### src/rtl/wdc_pkg.sv
package wdc_pkg;

  // Commit source selected per register (2-bit field in TRIG_MODES).
  typedef enum logic [1:0] {
    TRIG_NONE = 2'd0,  // direct register, no staging
    TRIG_SELF = 2'd1,  // write to own top sub-word
    TRIG_PEER = 2'd2,  // write to top sub-word of another register
    TRIG_EXT  = 2'd3   // external pin
  } trig_mode_e;

endpackage

### src/rtl/wdc_decode.sv
module wdc_decode #(
  parameter int unsigned NUM_REGS  = 5,
  parameter int unsigned REG_WORDS = 2,
  parameter int unsigned ADDR_W    = 4,
  parameter int unsigned WSEL_W    = 1
) (
  input  logic                wr_en,
  input  logic [ADDR_W-1:0]   wr_addr,
  output logic [NUM_REGS-1:0] hit,
  output logic [WSEL_W-1:0]   word_sel
);

  logic [31:0] addr32;

  assign addr32   = 32'(wr_addr);
  assign word_sel = WSEL_W'(addr32 % 32'(REG_WORDS));

  for (genvar r = 0; r < NUM_REGS; r++) begin : g_hit
    assign hit[r] = wr_en
                 && (addr32 >= 32'(r * REG_WORDS))
                 && (addr32 <  32'((r + 1) * REG_WORDS));
  end

endmodule

### src/rtl/wdc_stage_buf.sv
module wdc_stage_buf #(
  parameter int unsigned DATA_W    = 32,
  parameter int unsigned REG_WORDS = 2,
  parameter int unsigned WSEL_W    = 1
) (
  input  logic                          clk,
  input  logic                          rst_n,
  input  logic                          wr_hit,
  input  logic [WSEL_W-1:0]             word_sel,
  input  logic [DATA_W-1:0]             wr_data,
  input  logic [DATA_W/8-1:0]           wr_strb,
  input  logic                          trig,
  output logic [DATA_W*REG_WORDS-1:0]   value_o,
  output logic                          strobe_o
);

  localparam int unsigned STRB_W    = DATA_W / 8;
  localparam int unsigned REG_W     = DATA_W * REG_WORDS;
  localparam int unsigned REG_BYTES = REG_W / 8;

  logic [REG_W-1:0]     in_data, staged, merged;
  logic [REG_BYTES-1:0] in_mask;
  logic [REG_W-1:0]     stage_q, stage_d, value_q, value_d;
  logic [REG_BYTES-1:0] mask_q, mask_d;
  logic                 pend_q, pend_d;
  logic                 fire, stage_en, value_en;

  // Place the incoming word at its sub-word slot.
  always_comb begin
    in_data = '0;
    in_mask = '0;
    for (int w = 0; w < REG_WORDS; w++) begin
      if (wr_hit && (word_sel == WSEL_W'(w))) begin
        in_data[w*DATA_W +: DATA_W] = wr_data;
        in_mask[w*STRB_W +: STRB_W] = wr_strb;
      end
    end
  end

  // Byte merge: new write over staged bytes over current value.
  always_comb begin
    for (int b = 0; b < REG_BYTES; b++) begin
      staged[b*8 +: 8] = in_mask[b] ? in_data[b*8 +: 8] : stage_q[b*8 +: 8];
      if (in_mask[b])
        merged[b*8 +: 8] = in_data[b*8 +: 8];
      else if (mask_q[b])
        merged[b*8 +: 8] = stage_q[b*8 +: 8];
      else
        merged[b*8 +: 8] = value_q[b*8 +: 8];
    end
  end

  // Next-state for staging and register storage.
  always_comb begin
    fire     = trig && (pend_q || wr_hit);
    stage_en = wr_hit || fire;
    value_en = fire;
    value_d  = merged;
    if (fire) begin
      stage_d = stage_q;
      mask_d  = '0;
      pend_d  = 1'b0;
    end else begin
      stage_d = staged;
      mask_d  = mask_q | in_mask;
      pend_d  = 1'b1;
    end
  end

  always_ff @(posedge clk or negedge rst_n) begin
    if (!rst_n) begin
      stage_q <= '0;
      mask_q  <= '0;
      pend_q  <= 1'b0;
    end else if (stage_en) begin
      stage_q <= stage_d;
      mask_q  <= mask_d;
      pend_q  <= pend_d;
    end
  end

  always_ff @(posedge clk or negedge rst_n) begin
    if (!rst_n) begin
      value_q <= '0;
    end else if (value_en) begin
      value_q <= value_d;
    end
  end

  assign value_o  = value_q;
  assign strobe_o = fire;

endmodule

### src/rtl/wdc_stage_direct.sv
module wdc_stage_direct #(
  parameter int unsigned DATA_W    = 32,
  parameter int unsigned REG_WORDS = 2,
  parameter int unsigned WSEL_W    = 1
) (
  input  logic                          clk,
  input  logic                          rst_n,
  input  logic                          wr_hit,
  input  logic [WSEL_W-1:0]             word_sel,
  input  logic [DATA_W-1:0]             wr_data,
  input  logic [DATA_W/8-1:0]           wr_strb,
  output logic [DATA_W*REG_WORDS-1:0]   value_o,
  output logic                          strobe_o
);

  localparam int unsigned STRB_W    = DATA_W / 8;
  localparam int unsigned REG_W     = DATA_W * REG_WORDS;
  localparam int unsigned REG_BYTES = REG_W / 8;

  logic [REG_W-1:0]     in_data, value_q, value_d;
  logic [REG_BYTES-1:0] in_mask;
  logic                 value_en;

  always_comb begin
    in_data = '0;
    in_mask = '0;
    for (int w = 0; w < REG_WORDS; w++) begin
      if (wr_hit && (word_sel == WSEL_W'(w))) begin
        in_data[w*DATA_W +: DATA_W] = wr_data;
        in_mask[w*STRB_W +: STRB_W] = wr_strb;
      end
    end
  end

  always_comb begin
    value_en = wr_hit;
    for (int b = 0; b < REG_BYTES; b++)
      value_d[b*8 +: 8] = in_mask[b] ? in_data[b*8 +: 8] : value_q[b*8 +: 8];
  end

  always_ff @(posedge clk or negedge rst_n) begin
    if (!rst_n) begin
      value_q <= '0;
    end else if (value_en) begin
      value_q <= value_d;
    end
  end

  assign value_o  = value_q;
  assign strobe_o = wr_hit;

endmodule

### src/rtl/wdc_readmux.sv
module wdc_readmux #(
  parameter int unsigned DATA_W = 32,
  parameter int unsigned WORDS  = 10,
  parameter int unsigned ADDR_W = 4
) (
  input  logic [ADDR_W-1:0]       rd_addr,
  input  logic [WORDS*DATA_W-1:0] values,
  output logic [DATA_W-1:0]       rd_data
);

  always_comb begin
    rd_data = '0;
    for (int w = 0; w < WORDS; w++) begin
      if (rd_addr == ADDR_W'(w))
        rd_data = values[w*DATA_W +: DATA_W];
    end
  end

endmodule

### src/rtl/wdc_reg_group.sv
module wdc_reg_group
  import wdc_pkg::*;
#(
  parameter int unsigned DATA_W          = 32,
  parameter int unsigned REG_WORDS       = 2,
  parameter int unsigned NUM_REGS        = 5,
  // 2 bits per register, register 0 in the low bits
  parameter logic [2*NUM_REGS-1:0] TRIG_MODES = {2'd0, 2'd3, 2'd2, 2'd2, 2'd1},
  // 8 bits per register: index of the register whose top word commits it
  parameter logic [8*NUM_REGS-1:0] PEER_SEL   = {8'd4, 8'd4, 8'd4, 8'd4, 8'd4},
  parameter bit          EXT_ACTIVE_HIGH = 1'b1,
  localparam int unsigned STRB_W   = DATA_W / 8,
  localparam int unsigned REG_W    = DATA_W * REG_WORDS,
  localparam int unsigned WORDS    = NUM_REGS * REG_WORDS,
  localparam int unsigned ADDR_W   = (WORDS > 1) ? $clog2(WORDS) : 1
) (
  input  logic                      clk,
  input  logic                      rst_n,
  input  logic                      wr_en,
  input  logic [ADDR_W-1:0]         wr_addr,
  input  logic [DATA_W-1:0]         wr_data,
  input  logic [STRB_W-1:0]         wr_strb,
  input  logic                      commit_trig,
  input  logic [ADDR_W-1:0]         rd_addr,
  output logic [DATA_W-1:0]         rd_data,
  output logic [NUM_REGS*REG_W-1:0] reg_values,
  output logic [NUM_REGS-1:0]       reg_wr_pulse
);

  localparam int unsigned WSEL_W = (REG_WORDS > 1) ? $clog2(REG_WORDS) : 1;
  localparam logic [WSEL_W-1:0] LAST_WORD = WSEL_W'(REG_WORDS - 1);

  logic [NUM_REGS-1:0] hit;
  logic [WSEL_W-1:0]   word_sel;
  logic                ext_active;

  assign ext_active = EXT_ACTIVE_HIGH ? commit_trig : ~commit_trig;

  wdc_decode #(
    .NUM_REGS (NUM_REGS),
    .REG_WORDS(REG_WORDS),
    .ADDR_W   (ADDR_W),
    .WSEL_W   (WSEL_W)
  ) u_decode (
    .wr_en   (wr_en),
    .wr_addr (wr_addr),
    .hit     (hit),
    .word_sel(word_sel)
  );

  for (genvar r = 0; r < NUM_REGS; r++) begin : g_reg
    localparam logic [1:0] MODE = TRIG_MODES[2*r +: 2];

    if (MODE == TRIG_NONE) begin : g_direct
      wdc_stage_direct #(
        .DATA_W   (DATA_W),
        .REG_WORDS(REG_WORDS),
        .WSEL_W   (WSEL_W)
      ) u_stage (
        .clk     (clk),
        .rst_n   (rst_n),
        .wr_hit  (hit[r]),
        .word_sel(word_sel),
        .wr_data (wr_data),
        .wr_strb (wr_strb),
        .value_o (reg_values[r*REG_W +: REG_W]),
        .strobe_o(reg_wr_pulse[r])
      );
    end else begin : g_buf
      logic trig_r;

      if (MODE == TRIG_SELF) begin : g_self
        assign trig_r = hit[r] && (word_sel == LAST_WORD);
      end else if (MODE == TRIG_PEER) begin : g_peer
        localparam int unsigned PIDX = int'(PEER_SEL[8*r +: 8]);
        assign trig_r = hit[PIDX] && (word_sel == LAST_WORD);
      end else begin : g_ext
        assign trig_r = ext_active;
      end

      wdc_stage_buf #(
        .DATA_W   (DATA_W),
        .REG_WORDS(REG_WORDS),
        .WSEL_W   (WSEL_W)
      ) u_stage (
        .clk     (clk),
        .rst_n   (rst_n),
        .wr_hit  (hit[r]),
        .word_sel(word_sel),
        .wr_data (wr_data),
        .wr_strb (wr_strb),
        .trig    (trig_r),
        .value_o (reg_values[r*REG_W +: REG_W]),
        .strobe_o(reg_wr_pulse[r])
      );
    end
  end

  wdc_readmux #(
    .DATA_W(DATA_W),
    .WORDS (WORDS),
    .ADDR_W(ADDR_W)
  ) u_readmux (
    .rd_addr(rd_addr),
    .values (reg_values),
    .rd_data(rd_data)
  );

endmodule

### config.mk
export PLATFORM = sky130hd
export DESIGN_NAME = wdc_reg_group
export DESIGN_NICKNAME = d
export VERILOG_FILES = /design/src/rtl/wdc_pkg.sv /design/src/rtl/wdc_decode.sv /design/src/rtl/wdc_stage_buf.sv /design/src/rtl/wdc_stage_direct.sv /design/src/rtl/wdc_readmux.sv /design/src/rtl/wdc_reg_group.sv
export SDC_FILE = /design/constraint.sdc
export NUM_CORES = 1
export LEC_CHECK = 0
export BUFFER_PORTS_ARGS = -buffer_cell sky130_fd_sc_hd__buf_2
export CORE_MARGIN = 2
export CORE_UTILIZATION = 58
export DETAILED_ROUTE_END_ITERATION = 10
export MAX_ROUTING_LAYER = met4
export PLACE_DENSITY = 0.89
export SETUP_SLACK_MARGIN = 0.02
export SLEW_MARGIN = 30
export SYNTH_ARGS = -nofsm -noshare
export SYNTH_HDL_FRONTEND = slang
export SYNTH_SLANG_ARGS = --single-unit
### constraint.sdc
create_clock -name clk -period 2.5 [get_ports clk]
set_input_delay 0.375 -clock clk [delete_from_list [all_inputs] [get_ports clk]]
set_output_delay 0.375 -clock clk [all_outputs]
set_load 0.01 [all_outputs]
==> impl_results.md, run 1 <==
* Vias per cell at 6.73
* Skew-Pair Late Insertion Delay at 650 ps
* Area fraction in compound gates after synthesis at 19.9%
* Main combinational cell family by area after synthesis: compound AO/OA/AOI/OAI gates
* Status: finished, violations left
* Worst Path Class, Setup: flip-flop to output port
* CP arrival at 2290 ps
* Core area at 47600 sq um
* Die X at 224 um
* Placed cell count at 3433
* Seq/Total Area, Yosys at 54.6%
* P per Cell Area at 825 nW/um^2
* Final wirelength at 96.3 mm
* Num CTS Buffers at 60
* IO buf count at 404
* Post-Syn Instances at 2500
* Leakage power at 16.2 nW
* # clock sinks at 611
* Hold Vio Cnt, Final at 0
* CP max FO at 2
* Area of the die at 50000 sq um
* Wire length per cell at 27.0 um
* CTS Buffer Depth at 3
* Failing checks: setup timing
* MaxCap Viol Count at 0
* Post-Synth Simple-Gate Area at 8.33%
* Async set-reset flop share out of synthesis at 100%
* Final critical-path share of the clock period at 107%
* CTS root buffer: clkbuf_16
* RSZ-0062 raised after global routing: yes
* Hold Crit Class: input port to flip-flop
* Area of the mapped netlist at 28000 sq um
* Routability Congestion at 1.04
* Yosys warnings at 0
* Area Growth Syn to Fin at 20.6%
* XOR/XNOR Fraction of Synth Area at 0%
* Fin. max-slew vios at 0
* Worst Tran Pin Value at 794 ps
* Remaining DRCs at 0
* Drt initial violations at 2700
* DRT Pass-1 Iters at 6
* Initial antenna violation count at 5
* Mux contribution to synthesized area at 11.8%
* Chip height at 224 um
* Post-DP HPWL at 69.8 mm
* Pre-CTS setup slack at -162 ps
* Starting Density at 58.7%
* Largest net degree at the start of global routing at 129
* CTS tree: done
* Final worst setup slack at -165 ps
* Post-synth EDFFs at 0
* Final min period at 2660 ps
* Remaining global-route overflow at 0
* Layout cell share with drive strength beyond 1 at 34.4%
* Fin nets at 2944
* CP endpoint kind: output port
* Global-route wire length before repair at 145 mm
* Synth Register Bits at 611
* Yosys cell types at 67
* Vias in the first global route at 23705
* Num ports at 405
* GRT Resource Usage Total at 39.2%
* Fmax at 375 MHz
* Synthesized Nets at 2548
* VDD IR max at 0.000616 V
* Slew headroom at 47.1%
* Site row count at 80
* Via Count at 24012
* Overall power at 27.8 mW
* Adder-cell share of the synthesized area at 0%
* Routed Antenna Nets at 0
* Post-route non-filler standard cell count at 3569
* Mapped Avg Cell Area at 11.2 sq um
* Worst clock skew at 28.4 ps
* Setup crit start kind: flip-flop
* Setup violations, final at 6
* Synth Flop Type: dfrtp_1
* CTS H-tree depth at 2
* CP required at 2120 ps
* Worst-path clk slew at 60 ps
cells by family (layout without fill, tap and decap cells):
| logic type | after synthesis | in the layout |
|---|---|---|
| AOI/OAI and AO/OA | 805 | 805 |
| DFF | 611 | 611 |
| and+or+nand+nor | 435 | 435 |
| buffers and inverters | 344 | 789 |
| muxes | 305 | 305 |
| other | 0 | 9 |
repair_timing:
item                                   4_1_cts  5_1_grt
setup endpoints to repair                   12       23
resized for setup                           58       41
pin swaps                                   22        7
hold buffers                                 1        0
cloned                                       0        0
endpoints found under the hold margin      162        0
setup buffers                               15        1
worst max-delay path: stages (launching register included):
cell       delay, ps
dfrtp_1          390
or4bb_1          510
a31oi_4          220
a2111oi_4         60
a221oi_2         210
buf_4            180
buf_6            100
synthesized netlist by cell type, types with 8 or more instances:
library cell | instances | area share (%)
dfrtp_1 | 611 | 55
mux2_2 | 206 | 8.3
o22ai_1 | 181 | 4.0
clkbuf_1 | 140 | 1.9
nor2_1 | 122 | 1.6
o21ai_0 | 121 | 2.2
nand2_1 | 108 | 1.4
mux2i_1 | 99 | 3.5
a2bb2oi_1 | 96 | 3.0
inv_1 | 91 | 1.2
a31oi_1 | 82 | 1.8
a22oi_1 | 77 | 2.1
buf_2 | 64 | 1.1
nor3_1 | 52 | 0.93
a21o_1 | 48 | 1.3
o2bb2ai_1 | 48 | 1.5
o21ai_1 | 42 | 0.75
nor2b_1 | 30 | 0.67
o221ai_1 | 24 | 0.75
a21oi_1 | 23 | 0.41
buf_1 | 22 | 0.30
o31ai_1 | 21 | 0.56
buf_4 | 17 | 0.46
nand3_1 | 15 | 0.27
nand2b_1 | 10 | 0.22
o21ai_2 | 9 | 0.28
or2_2 | 8 | 0.18
cell usage in the layout, fill, tap and decap left out, types with 8 or more instances in the layout:
cell / n
nor3_1: 52
o21ai_2: 11
clkinv_2: 10
buf_12: 13
diode_2: 9
mux2i_1: 94
or2_2: 8
a21o_1: 48
a31oi_1: 73
nor2_2: 10
o2bb2ai_1: 48
nand3_1: 15
o21ai_1: 46
clkbuf_1: 16
nand2_1: 108
o21ai_0: 115
dfrtp_2: 8
clkbuf_8: 12
a21oi_1: 23
nand2b_1: 10
buf_4: 163
mux2_2: 206
o221ai_1: 20
dfrtp_1: 603
inv_1: 91
nor2_1: 117
nor2b_1: 30
o22ai_1: 176
clkbuf_16: 60
a22oi_1: 77
buf_2: 399
a2bb2oi_1: 96
o31ai_1: 21
path summary, 6_finish.rpt:
path,from,depth (start not counted),slack (ps),end
worst max-delay path,g_reg[0].g_buf.u_stage.value_o[52]$_DFFE_PN0P_,6,-160,rd_data[20]
worst min-delay path,wr_strb[2],2,40,g_reg[0].g_buf.u_stage.value_o[48]$_DFFE_PN0P_
worst max register to register,g_reg[1].g_buf.u_stage.pend_q$_DFFE_PN0P_,4,850,g_reg[1].g_buf.u_stage.value_o[61]$_DFFE_PN0P_
worst min register to register,g_reg[0].g_buf.u_stage.stage_q[63]$_DFFE_PN0P_,0,380,g_reg[0].g_buf.u_stage.stage_q[63]$_DFFE_PN0P_
max in group asynchronous,rst_n,4,1360,g_reg[3].g_buf.u_stage.stage_q[15]$_DFFE_PN0P_
min in group asynchronous,rst_n,2,190,g_reg[3].g_buf.u_stage.value_o[57]$_DFFE_PN0P_
stage by stage:
| step | util (%) | area, sq um | hold slack [ps] | TNS (ps) |
|---|---|---|---|---|
| after floorplan | - | 28000 | 79.4 | 0 |
| after global placement | 65.2 | 31100 | 227 | -1190 |
| after CTS | 70.4 | 33500 | 14.1 | -701 |
| after detailed placement | 65.2 | 31100 | 226 | -558 |
| final | 70.8 | 33700 | 36.4 | -442 |
| after global routing | 70.8 | 33700 | 42.3 | -759 |
state kept, by name (all words and copies together), names as in the netlist:
register                    cells
g.g_buf.u_stage.mask_q         32
g.g_buf.u_stage.pend_q          3
g.g_buf.u_stage.stage_q       256
g.g_buf.u_stage.value_o       256
g.g_direct.u_stage.value_o     64
metal layers:
layer  share of wire (%)  up-vias  track usage, %
met5                   0        -               -
met4                 4.8        0            17.2
met3                  13      324            11.2
met2                  45     1711            58.1
met1                  37    11960            50.6
li1                    -    10017               -
power by group:
part | switching, mW | internal, mW
clock | 3.96 | 5.48
sequential | 1.48 | 11.4
combinational | 3.00 | 2.47
total | 8.45 | 19.4
cell type report:
type | count | area (sq um)
Antenna cell | 9 | 22.5
Clock buffer | 87 | 1710
Clock inverter | 24 | 340
Fill cell | 3235 | 13900
Inverter | 94 | 353
Multi-Input combinational cell | 1545 | 11700
Sequential cell | 611 | 15300
Tap cell | 615 | 769
Timing Repair Buffer | 584 | 3590
No activity file was read; power rests on OpenSTA's default activity.
==> run 2, diff against run 1 <==
--- a/config.mk
+++ b/config.mk
@@ -11,7 +11,6 @@
 export DETAILED_ROUTE_END_ITERATION = 10
 export MAX_ROUTING_LAYER = met4
 export PLACE_DENSITY = 0.89
-export SETUP_SLACK_MARGIN = 0.02
 export SLEW_MARGIN = 30
 export SYNTH_ARGS = -nofsm -noshare
 export SYNTH_HDL_FRONTEND = slang
==> run 2 against run 1 <==
Effect of this change:
- the flow still finishes with violations (setup timing)
- sequential cell count stayed put
- non-clock buffer count stayed put
- hold slack better by 9.6 ps
- sequential power hardly changed
- global-route usage hardly changed
- design area is 0.15% lower
- largest cell class unchanged
- critical path type unchanged
- die area stayed put
- power hardly changed
- first-iteration DRC count is 7.4% higher
- core utilization is 0.11 points lower
- critical path depth stayed put
==> impl_results.md, run 2 (same netlist as run 1, synthesis figures left out) <==
* Status: finished, violations left (unchanged)
* Failing checks: setup timing (unchanged)
* Hold_ws at 46.0 ps (was 36.4 ps)
* IO buf count at 404 (unchanged)
* Num ports at 405 (unchanged)
* Fin nets at 2944 (unchanged)
* CP endpoint kind: output port (unchanged)
* DRT Pass-1 Iters at 6 (unchanged)
* Reg area at 15300 sq um (about the same)
* Routability Congestion at 1.04 (unchanged)
* Worst Tran Pin Value at 827 ps (was 794 ps)
* Pre-CTS setup slack at -162 ps (unchanged)
* Starting Density at 58.7% (unchanged)
* VDD IR max at 0.000612 V (was 0.000616 V)
* Most common cell after layout, fill and taps aside: dfrtp_1 (unchanged)
* # clock sinks at 611 (unchanged)
* CTS Buffer Depth at 3 (unchanged)
* Wire length per cell at 27.0 um (about the same)
* Worst-path clk slew at 60 ps (about the same)
* Area of the die at 50000 sq um (unchanged)
* Layout Utilization at 70.7% (was 70.8%)
* Fmax at 375 MHz (about the same)
* Overall power at 27.8 mW (about the same)
* Vias per cell at 6.73 (about the same)
* CTS root buffer: clkbuf_16 (unchanged)
* Chip height at 224 um (unchanged)
* Hold Crit Class: input port to flip-flop (unchanged)
* Die X at 224 um (unchanged)
* Largest net degree at the start of global routing at 129 (unchanged)
* Global-route wire length before repair at 145 mm (about the same)
* Final critical-path share of the clock period at 107% (about the same)
* Hold Vio Cnt, Final at 0 (unchanged)
* MaxCap Viol Count at 0 (unchanged)
* Commonest cells after routing, fill and taps aside: 604 x dfrtp_1, 399 x buf_2, 206 x mux2_2, 179 x o22ai_1, 165 x buf_4 (was 603 x dfrtp_1, 399 x buf_2, 206 x mux2_2, 176 x o22ai_1, 163 x buf_4)
* Area Growth Syn to Fin at 20.4% (was 20.6%)
* CP required at 2120 ps (about the same)
* Final min period at 2670 ps (was 2660 ps)
* Routed Antenna Nets at 0 (unchanged)
* Layout filler cell count at 3249 (was 3235)
* Final wirelength at 96.4 mm (was 96.3 mm)
* Worst clock skew at 25.6 ps (was 28.4 ps)
* Fin. max-slew vios at 0 (unchanged)
* Skew-Pair Late Insertion Delay at 650 ps (about the same)
* Slew headroom at 44.9% (was 47.1%)
* CP max FO at 2 (unchanged)
* Layout cell share with drive strength beyond 1 at 34.1% (was 34.4%)
* RSZ-0062 raised after global routing: yes (unchanged)
* Setup violations, final at 7 (was 6)
* CTS H-tree depth at 2 (unchanged)
* CTS tree: done (unchanged)
* Remaining DRCs at 0 (unchanged)
* Initial antenna violation count at 5 (unchanged)
* Final worst setup slack at -168 ps (was -165 ps)
* GRT Resource Usage Total at 39.2% (about the same)
* Setup crit start kind: flip-flop (unchanged)
* Leakage power at 16.2 nW (about the same)
* Core area at 47600 sq um (unchanged)
* P per Cell Area at 826 nW/um^2 (was 825 nW/um^2)
* Footprint of the multi-input gates at 11600 sq um (was 11700 sq um)
* Remaining global-route overflow at 0 (unchanged)
* Worst Path Class, Setup: flip-flop to output port (unchanged)
* Via Count at 24030 (was 24012)
* Num CTS Buffers at 60 (unchanged)
* CP arrival at 2290 ps (about the same)
* Post-DP HPWL at 69.8 mm (unchanged)
* Drt initial violations at 2900 (was 2700)
* Vias in the first global route at 23676 (was 23705)
* Site row count at 80 (unchanged)
run 2: cell counts in the layout (fill, tap and decap cells not counted):
No cell type changed its count.
run 2: area by class of cell:
type                    count  area share, %
clock buffers              87           5.08
clock inverters            24           1.01
inverters                  94           1.05
multi-input cells        1545           34.5
repair buffers            584           10.6
flip-flops and latches    611           45.4
diodes                      9         0.0668
well taps                 615           2.28
run 2: layer usage:
metal	wire [um]	global-route usage, %
met1	36100	50.8
met2	43500	58.1
met3	12200	11.2
met4	4560	17.0
met5	0	-
run 2: worst paths after layout:
kind	startpoint	endpoint	slack, ps	depth (start not counted)
max	g_reg[0].g_buf.u_stage.value_o[52]$_DFFE_PN0P_	rd_data[20]	-170	6
min	wr_strb[2]	g_reg[0].g_buf.u_stage.value_o[48]$_DFFE_PN0P_	50	2
max reg2reg	g_reg[1].g_buf.u_stage.pend_q$_DFFE_PN0P_	g_reg[1].g_buf.u_stage.value_o[61]$_DFFE_PN0P_	850	4
min reg2reg	g_reg[0].g_buf.u_stage.stage_q[63]$_DFFE_PN0P_	g_reg[0].g_buf.u_stage.stage_q[63]$_DFFE_PN0P_	370	0
max in group asynchronous	rst_n	g_reg[3].g_buf.u_stage.stage_q[15]$_DFFE_PN0P_	1360	4
min in group asynchronous	rst_n	g_reg[3].g_buf.u_stage.value_o[24]$_DFFE_PN0P_	180	2
run 2: critical path, stage by stage (launching register included):
cell       delay, ps
dfrtp_1          390
or4bb_1          500
a31oi_4          220
a2111oi_4         60
a221oi_2         210
buf_4            190
buf_6            100
run 2: per-stage QoR:
step,setup TNS [ps],std cells,instance area (sq um)
after global placement,-1190,3433,31100
final,-461,3569,33700
after CTS,-701,3560,33500
after detailed placement,-558,3433,31100
after floorplan,0,2500,28000
after global routing,-754,3564,33700
run 2: report_power, final:
part	switching (mW)	total, mW	internal, mW
registers	1.48	12.9	11.4
clock network	3.96	9.45	5.48
logic	3.00	5.47	2.46
total	8.45	27.8	19.4
run 2: timing repair:
item,in CTS,in global routing
buffers inserted,15,1
hold buffers,1,0
setup endpoints to repair,11,19
hold endpoints to repair,162,0
pin swaps,20,8
gates resized for setup,56,31
